## src/rtl/dbg_tap_pkg.sv

```systemverilog
package dbg_tap_pkg;
    localparam int IR_W = 5;
    localparam int CH_W = 5;
    localparam int ID_W = 32;

    typedef enum logic [3:0] {
        ST_RESET, ST_IDLE,
        ST_SEL_DR, ST_CAP_DR, ST_SH_DR, ST_EX1_DR, ST_PA_DR, ST_EX2_DR, ST_UPD_DR,
        ST_SEL_IR, ST_CAP_IR, ST_SH_IR, ST_EX1_IR, ST_PA_IR, ST_EX2_IR, ST_UPD_IR
    } tap_state_e;

    localparam logic [IR_W-1:0] OP_WRACC   = 5'b00000;
    localparam logic [IR_W-1:0] OP_CHNUM   = 5'b00010;
    localparam logic [IR_W-1:0] OP_RESTART = 5'b00100;
    localparam logic [IR_W-1:0] OP_HALT    = 5'b01000;
    localparam logic [IR_W-1:0] OP_RDACC   = 5'b01100;
    localparam logic [IR_W-1:0] OP_FORCE4  = 5'b11101;
    localparam logic [IR_W-1:0] OP_IDENT   = 5'b11110;
    localparam logic [IR_W-1:0] OP_BYPASS  = 5'b11111;

    localparam logic [IR_W-1:0] IR_CAPTURE_VAL = 5'b00001;
    localparam logic [CH_W-1:0] CN_CAPTURE_VAL = 5'h10;
    localparam logic [CH_W-1:0] FORCED_CHAIN   = 5'd4;
    localparam logic [CH_W-1:0] EXEC_CHAIN_A   = 5'd4;
    localparam logic [CH_W-1:0] EXEC_CHAIN_B   = 5'd5;

    typedef enum logic [1:0] {DR_CHNUM, DR_IDENT, DR_CHAIN, DR_BYP} dr_sel_e;
endpackage

```

## src/rtl/dbg_tap_fsm.sv

```systemverilog
module dbg_tap_fsm
    import dbg_tap_pkg::*;
(
    input  logic       tck,
    input  logic       trst_n,
    input  logic       tms,
    output tap_state_e state_q,
    output tap_state_e state_d
);
    always_comb begin
        state_d = state_q;
        unique case (state_q)
            ST_RESET:  state_d = tms ? ST_RESET  : ST_IDLE;
            ST_IDLE:   state_d = tms ? ST_SEL_DR : ST_IDLE;
            ST_SEL_DR: state_d = tms ? ST_SEL_IR : ST_CAP_DR;
            ST_CAP_DR: state_d = tms ? ST_EX1_DR : ST_SH_DR;
            ST_SH_DR:  state_d = tms ? ST_EX1_DR : ST_SH_DR;
            ST_EX1_DR: state_d = tms ? ST_UPD_DR : ST_PA_DR;
            ST_PA_DR:  state_d = tms ? ST_EX2_DR : ST_PA_DR;
            ST_EX2_DR: state_d = tms ? ST_UPD_DR : ST_SH_DR;
            ST_UPD_DR: state_d = tms ? ST_SEL_DR : ST_IDLE;
            ST_SEL_IR: state_d = tms ? ST_RESET  : ST_CAP_IR;
            ST_CAP_IR: state_d = tms ? ST_EX1_IR : ST_SH_IR;
            ST_SH_IR:  state_d = tms ? ST_EX1_IR : ST_SH_IR;
            ST_EX1_IR: state_d = tms ? ST_UPD_IR : ST_PA_IR;
            ST_PA_IR:  state_d = tms ? ST_EX2_IR : ST_PA_IR;
            ST_EX2_IR: state_d = tms ? ST_UPD_IR : ST_SH_IR;
            ST_UPD_IR: state_d = tms ? ST_SEL_DR : ST_IDLE;
            default:   state_d = ST_RESET;
        endcase
    end

    always_ff @(posedge tck or negedge trst_n) begin
        if (!trst_n) state_q <= ST_RESET;
        else         state_q <= state_d;
    end


    tms_reset_chk: assert property (@(posedge tck) disable iff (!trst_n)
        (tms && $past(tms) && $past(tms, 2) && $past(tms, 3) && $past(tms, 4))
        |=> (state_q == ST_RESET));
endmodule

```

## src/rtl/dbg_tap_ir.sv

```systemverilog
module dbg_tap_ir
    import dbg_tap_pkg::*;
(
    input  logic            tck,
    input  logic            trst_n,
    input  logic            tdi,
    input  tap_state_e      state_q,
    output logic [IR_W-1:0] ir_q,
    output logic            ir_so
);
    typedef struct packed { logic [IR_W-1:0] sr; } ir_pos_t;
    typedef struct packed { logic [IR_W-1:0] ir; } ir_neg_t;

    ir_pos_t pos_d, pos_q;
    ir_neg_t neg_d, neg_q;

    always_comb begin
        pos_d = pos_q;
        neg_d = neg_q;
        if (state_q == ST_CAP_IR)     pos_d.sr = IR_CAPTURE_VAL;
        else if (state_q == ST_SH_IR) pos_d.sr = {tdi, pos_q.sr[IR_W-1:1]};
        if (state_q == ST_RESET)      neg_d.ir = OP_IDENT;
        else if (state_q == ST_UPD_IR) neg_d.ir = pos_q.sr;
    end

    always_ff @(posedge tck or negedge trst_n) begin
        if (!trst_n) pos_q <= '{sr: IR_CAPTURE_VAL};
        else         pos_q <= pos_d;
    end

    always_ff @(negedge tck or negedge trst_n) begin
        if (!trst_n) neg_q <= '{ir: OP_IDENT};
        else         neg_q <= neg_d;
    end

    assign ir_q  = neg_q.ir;
    assign ir_so = pos_q.sr[0];


    ir_update_only_chk: assert property (@(posedge tck) disable iff (!trst_n)
        !$stable(ir_q) |-> (state_q == ST_UPD_IR || state_q == ST_RESET));
endmodule

```

## src/rtl/dbg_tap_dr.sv

```systemverilog
module dbg_tap_dr
    import dbg_tap_pkg::*;
#(
    parameter int          NUM_CHAINS = 8,
    parameter logic [31:0] IDCODE_VAL = 32'h1234_5679
) (
    input  logic                  tck,
    input  logic                  trst_n,
    input  logic                  tdi,
    input  tap_state_e            state_q,
    input  logic [IR_W-1:0]       ir_q,
    input  logic [NUM_CHAINS-1:0] chain_tdo_i,
    output logic [CH_W-1:0]       active_chain,
    output logic                  chain_op,
    output logic                  dr_so
);
    localparam int PAD_W = 1 << CH_W;

    typedef struct packed {
        logic [CH_W-1:0] cn_sr;
        logic [ID_W-1:0] id_sr;
        logic            byp;
    } dr_pos_t;
    typedef struct packed { logic [CH_W-1:0] chain; } dr_neg_t;

    dr_pos_t pos_d, pos_q;
    dr_neg_t neg_d, neg_q;
    dr_sel_e sel;
    logic [PAD_W-1:0] tdo_pad;

    always_comb begin
        unique case (ir_q)
            OP_CHNUM:                     sel = DR_CHNUM;
            OP_IDENT:                     sel = DR_IDENT;
            OP_RDACC, OP_WRACC, OP_FORCE4: sel = DR_CHAIN;
            default:                      sel = DR_BYP;
        endcase
    end

    always_comb begin
        pos_d = pos_q;
        neg_d = neg_q;
        if (state_q == ST_CAP_DR) begin
            unique case (sel)
                DR_CHNUM: pos_d.cn_sr = CN_CAPTURE_VAL;
                DR_IDENT: pos_d.id_sr = IDCODE_VAL;
                DR_BYP:   pos_d.byp   = 1'b0;
                default:  ;
            endcase
        end else if (state_q == ST_SH_DR) begin
            unique case (sel)
                DR_CHNUM: pos_d.cn_sr = {tdi, pos_q.cn_sr[CH_W-1:1]};
                DR_IDENT: pos_d.id_sr = {tdi, pos_q.id_sr[ID_W-1:1]};
                DR_BYP:   pos_d.byp   = tdi;
                default:  ;
            endcase
        end
        if (state_q == ST_RESET)                              neg_d.chain = '0;
        else if (state_q == ST_UPD_DR && sel == DR_CHNUM)     neg_d.chain = pos_q.cn_sr;
    end

    always_ff @(posedge tck or negedge trst_n) begin
        if (!trst_n) pos_q <= '0;
        else         pos_q <= pos_d;
    end

    always_ff @(negedge tck or negedge trst_n) begin
        if (!trst_n) neg_q <= '0;
        else         neg_q <= neg_d;
    end

    assign active_chain = (ir_q == OP_FORCE4) ? FORCED_CHAIN : neg_q.chain;
    assign chain_op     = (sel == DR_CHAIN);
    assign tdo_pad      = PAD_W'(chain_tdo_i);

    always_comb begin
        unique case (sel)
            DR_CHNUM: dr_so = pos_q.cn_sr[0];
            DR_IDENT: dr_so = pos_q.id_sr[0];
            DR_CHAIN: dr_so = tdo_pad[active_chain];
            default:  dr_so = pos_q.byp;
        endcase
    end


    chain_update_only_chk: assert property (@(posedge tck) disable iff (!trst_n)
        !$stable(neg_q.chain) |-> (state_q == ST_UPD_DR || state_q == ST_RESET));

    force_keeps_chain_chk: assert property (@(posedge tck) disable iff (!trst_n)
        (ir_q == OP_FORCE4) |-> $stable(neg_q.chain));
endmodule

```

## src/rtl/dbg_tap_chainsel.sv

```systemverilog
module dbg_tap_chainsel
    import dbg_tap_pkg::*;
#(
    parameter int          NUM_CHAINS = 8,
    parameter logic [31:0] IDCODE_VAL = 32'h1234_5679
) (
    input  logic                  tck,
    input  logic                  trst_n,
    input  logic                  tms,
    input  logic                  tdi,
    output logic                  tdo,
    output logic                  tdo_en,
    input  logic [NUM_CHAINS-1:0] chain_tdo_i,
    output logic [4:0]            chain_sel,
    output logic [NUM_CHAINS-1:0] chain_capture,
    output logic [NUM_CHAINS-1:0] chain_shift,
    output logic [NUM_CHAINS-1:0] chain_update,
    output logic                  ext_mode,
    output logic                  exec_strobe,
    output logic                  halt_req,
    output logic                  restart_req
);
    typedef struct packed { logic exec; } top_pos_t;
    typedef struct packed { logic tdo; logic en; } top_neg_t;

    tap_state_e      state_q, state_d;
    logic [IR_W-1:0] ir_q;
    logic            ir_so, dr_so, chain_op;
    logic [CH_W-1:0] active_chain;
    top_pos_t        pos_d, pos_q;
    top_neg_t        neg_d, neg_q;

    dbg_tap_fsm u_fsm (
        .tck(tck), .trst_n(trst_n), .tms(tms), .state_q(state_q), .state_d(state_d)
    );

    dbg_tap_ir u_ir (
        .tck(tck), .trst_n(trst_n), .tdi(tdi), .state_q(state_q), .ir_q(ir_q), .ir_so(ir_so)
    );

    dbg_tap_dr #(.NUM_CHAINS(NUM_CHAINS), .IDCODE_VAL(IDCODE_VAL)) u_dr (
        .tck(tck), .trst_n(trst_n), .tdi(tdi), .state_q(state_q), .ir_q(ir_q),
        .chain_tdo_i(chain_tdo_i), .active_chain(active_chain), .chain_op(chain_op),
        .dr_so(dr_so)
    );

    for (genvar k = 0; k < NUM_CHAINS; k++) begin : g_strobe
        logic hit;
        assign hit              = chain_op && (active_chain == CH_W'(k));
        assign chain_capture[k] = hit && (state_q == ST_CAP_DR);
        assign chain_shift[k]   = hit && (state_q == ST_SH_DR);
        assign chain_update[k]  = hit && (state_q == ST_UPD_DR);
    end

    always_comb begin
        pos_d.exec = (state_d == ST_IDLE) && (state_q != ST_IDLE) && chain_op &&
                     (active_chain == EXEC_CHAIN_A || active_chain == EXEC_CHAIN_B);
        neg_d.en   = (state_q == ST_SH_DR) || (state_q == ST_SH_IR);
        neg_d.tdo  = (state_q == ST_SH_IR) ? ir_so :
                     (state_q == ST_SH_DR) ? dr_so : 1'b0;
    end

    always_ff @(posedge tck or negedge trst_n) begin
        if (!trst_n) pos_q <= '0;
        else         pos_q <= pos_d;
    end

    always_ff @(negedge tck or negedge trst_n) begin
        if (!trst_n) neg_q <= '0;
        else         neg_q <= neg_d;
    end

    assign tdo         = neg_q.tdo;
    assign tdo_en      = neg_q.en;
    assign exec_strobe = pos_q.exec;
    assign chain_sel   = active_chain;
    assign ext_mode    = (ir_q == OP_WRACC);
    assign halt_req    = (ir_q == OP_HALT);
    assign restart_req = (ir_q == OP_RESTART);


    exec_on_entry_chk: assert property (@(posedge tck) disable iff (!trst_n)
        exec_strobe |-> (state_q == ST_IDLE && $past(state_q) != ST_IDLE));

    capture_onehot_chk: assert property (@(posedge tck) disable iff (!trst_n)
        $onehot0(chain_capture) && $onehot0(chain_shift) && $onehot0(chain_update));

    tdo_en_shift_chk: assert property (@(posedge tck) disable iff (!trst_n)
        tdo_en |-> (state_q == ST_SH_DR || state_q == ST_SH_IR));
endmodule

```

## config.mk

```make
export PLATFORM = sky130hd
export DESIGN_NAME = dbg_tap_chainsel
export DESIGN_NICKNAME = d
export VERILOG_FILES = /design/src/rtl/dbg_tap_pkg.sv /design/src/rtl/dbg_tap_fsm.sv /design/src/rtl/dbg_tap_ir.sv /design/src/rtl/dbg_tap_dr.sv /design/src/rtl/dbg_tap_chainsel.sv
export SDC_FILE = /design/constraint.sdc
export NUM_CORES = 1
export LEC_CHECK = 0
export BUFFER_PORTS_ARGS = -buffer_cell sky130_fd_sc_hd__buf_2
export CAP_MARGIN = 10
export CORE_MARGIN = 2
export CORE_UTILIZATION = 52
export DETAILED_ROUTE_END_ITERATION = 10
export MAX_ROUTING_LAYER = met4
export PLACE_DENSITY_LB_ADDON = 0.08
export SETUP_SLACK_MARGIN = 0.4
export SYNTH_ARGS = -nofsm -noshare
export SYNTH_HDL_FRONTEND = slang
export SYNTH_SLANG_ARGS = --single-unit
```

## constraint.sdc

```tcl
create_clock -name tck -period 1.74 [get_ports tck]
set_input_delay 0.174 -clock tck [delete_from_list [all_inputs] [get_ports tck]]
set_output_delay 0.174 -clock tck [all_outputs]
set_load 0.01 [all_outputs]
```

==> results by group <==
Die
  • Die height: 83.8 um
  • Core area: 0.00624 mm^2
  • Die width: 83.8 um
  • Starting Density: 53.1%
  • Placement Rows: 29
  • Die ar.: 0.00703 mm^2
  • Boundary Pins: 47

STA
  • Final slew viol count: 0
  • PnR worst setup slack: -1.43 ns
  • Slew HR: 74.3%
  • RSZ-0062 raised after global routing: true
  • Setup violators final: 85
  • Fin Setup TNS: -87.76 ns
  • Fin Clk Skew: 0.0641 ns
  • Slew @ Worst Pin: 0.383 ns
  • Final Hold Fails: 0

GRT
  • Initial antenna violation count: 0
  • Grt ovf: 0
  • First-pass GRT wire length: 16.0 mm
  • Largest net degree at the start of global routing: 25
  • Number of global-route vias before repair: 3307
  • Total GRT Usage: 29.4%

Pwr
  • Clock power share: 16.1%
  • Cell Pwr Density: 1610 mW/mm^2
  • P_int: 4.89 mW
  • Combinational power share: 57.8%
  • Switching power total: 3.51 mW
  • Final Power: 8.40 mW
  • Pleak: 2.41 nW
  • Worst vdd ir: 1.08 mV
  • Flop pwr share: 26.0%
  • Switching share of total power: 41.7%

Place
  • Post-DP Area: 0.00412 mm^2
  • Port buffer count: 46
  • Routability cong.: 0.964
  • Final HPWL DP: 5.77 mm
  • Pre-CTS WS: -0.978 ns

Layout
  • P&R area growth vs syn: 57.5%
  • N_diodes: 0
  • Commonest non-fill, non-tap cell in the layout: nand2_1
  • Commonest non-fill, non-tap cells in the layout: nand2_1, buf_4, dfrtp_1
  • Final Util: 83.6%
  • Final Cell Area: 0.00522 mm^2
  • NumNets Final: 529
  • Fillers: 322
  • Layout cell share with drive strength beyond 1: 57.9%

Synthesis
  • Ys Warns: 0
  • Distinct cells, synth: 55
  • Syn Inst Count: 383
  • Synthesized area: 0.00331 mm^2
  • Synth Register Bits: 60
  • EDFF count, synth: 0
  • Async set-reset flop share out of synthesis: 100%
  • Syn avg cell area: 8.65 um^2
  • Top FF cell, synth: dfrtp_1
  • Syn Nets: 395
  • Seq/Total Area, Yosys: 45.5%

Clock tree
  • Root Driver: clkbuf_8
  • Worst skew pair latency: 0.39 ns
  • Num CTS Buffers: 9
  • CTS tree: built
  • Sink Count: 60
  • Maximum buffer depth of the clock tree: 2
  • H-tree levels: 3
  • Clk slew on worst S/H paths: 0.08 ns

Worst setup path
  • R2R depth: 9
  • Max FO, Critical Path: 4
  • Critical-path top delay cell: dfstp_2
  • Crit path depth: 8
  • CP Buf/Inv Count: 3
  • Crit-path cells: or2_4 -> buf_4 -> buf_6 -> a211o_1 -> a21oi_2 -> o21ai_4 -> nor2_2 -> buf_2
  • Worst path arrival time: 2.99 ns
  • Worst Path Required: 1.57 ns
  • CP Capture Type: output port
  • Worst r2r src: u_ir.ir_q[2]$_DFFE_NN1P_
  • Crit path max-delay family: compound AO/OA/AOI/OAI gates
  • Crit path kind: flip-flop to output port
  • Critical Path Start Type: flip-flop
  • Delay of the slowest cell on the worst path: 0.39 ns
  • Critical Path Source: u_ir.ir_q[2]$_DFFE_NN1P_

Routing
  • DR DRC count: 0
  • Router iterations before antenna repair: 7
  • Via count: 3482
  • DRT Wirelength: 10.9 mm
  • Number of vias per cell: 5.81
  • Routed Antenna Nets: 0
  • Iteration-0 DRC Markers: 241
  • Routed length per instance: 18.2 um

Run status
  • Status: finished with violations
  • Failing checks: setup timing

Worst hold path
  • Hold crit path type: input pin to asynchronous set/reset pin

Flow run
  • Max cap viols: 0
-- registers in the layout, indices dropped and copies added, names as in the netlist --
signal	flops
exec_strobe	1
u_ir.pos_q	5
tdo_en	1
u_ir.ir_q	5
u_fsm.state_q	4
tdo	1
u_dr.pos_q	38
u_dr.neg_q	5
-- through the flow --
stage,hold WS (ns),cells
3_3_place_gp,0.143,540
6_report,0.0433,599
2_1_floorplan,-0.122,383
4_1_cts,0.0622,589
3_5_place_dp,0.157,540
5_1_grt,0.0970,599
-- power by group through the flow --
stage                     Clock, mW  Sequential [mW]  Combinational (mW)
final                          1.36             2.19                4.86
after floorplan              0.0179             2.05                2.39
after global placement       0.0179             2.12                2.88
after detailed placement     0.0179             2.14                2.96
after global routing           1.43             2.22                5.13
after CTS                      1.34             2.12                4.27
-- repair_timing --
| item | 4_1_cts | 5_1_grt |
|---|---|---|
| buffers inserted | 23 | 9 |
| pin swaps | 34 | 25 |
| endpoints found under the hold margin | 4 | 0 |
| cloned | 6 | 1 |
| endpoints found under the setup margin | 86 | 93 |
| hold buffers | 1 | 0 |
| resized for setup | 65 | 56 |
-- final timing paths --
| kind | end | slack, ns |
|---|---|---|
| worst min-delay path | u_ir.pos_q[4]$_DFFE_PN0N_ | 0.04 |
| worst max-delay path | chain_capture[4] | -1.43 |
| worst max register to register | exec_strobe$_DFF_PN0_ | -1.21 |
| worst min register to register | u_dr.pos_q[7]$_DFFE_PN0P_ | 0.48 |
| max in group asynchronous | u_ir.ir_q[2]$_DFFE_NN1P_ | 0.84 |
| min in group tck | u_ir.pos_q[4]$_DFFE_PN0N_ | 0.15 |
-- cell families (layout without fill, tap and decap cells) --
family | Yosys count | after routing | share of synthesized area (%)
simple gates | 193 | 194 | 26.9
compound gates | 90 | 90 | 19.8
buf+inv | 34 | 172 | 5.93
mux | 4 | 4 | 1.28
flops | 60 | 60 | 45.5
xor+xnor | 2 | 2 | 0.529
-- Yosys cell counts, drive strengths merged (2+ instances only) --
library cell	n	area, um^2
a21oi	8	43.8
a22oi	4	30.0
and3b	2	17.5
buf	19	140
clkbuf	9	33.8
dfrtn	8	200
dfrtp	47	1180
dfstp	5	131
inv	6	22.5
mux2	2	22.5
mux2i	2	20.0
nand2	98	383
nand2b	5	38.8
nand3	7	40.0
nand4	4	25.0
nor2	51	191
nor2b	4	25.0
nor3	10	76.3
o211ai	3	22.5
o21a	2	15.0
o21ai	58	395
o221ai	2	17.5
o22ai	2	12.5
or2	2	15.0
or3	3	18.8
xor2	2	17.5
-- metal layers --
| layer | wire length, um | vias to the layer above | GRT usage (%) |
|---|---|---|---|
| met5 | 0 | - | - |
| met4 | 376 | 0 | 11.7 |
| met3 | 669 | 43 | 4.65 |
| met2 | 5450 | 152 | 47.9 |
| met1 | 4400 | 1709 | 37.0 |
| li1 | - | 1578 | - |
-- layout make-up --
type | count | area, um^2 | share of cell area, %
multi-input combinational | 290 | 2050 | 39.2
tap | 77 | 96.3 | 1.85
clock inverter | 11 | 90.1 | 1.73
timing repair buffer | 147 | 1340 | 25.6
sequential | 60 | 1510 | 28.9
inverter | 5 | 18.8 | 0.360
clock buffer | 9 | 124 | 2.37
Note: power is estimated with default switching activity, not from simulation.
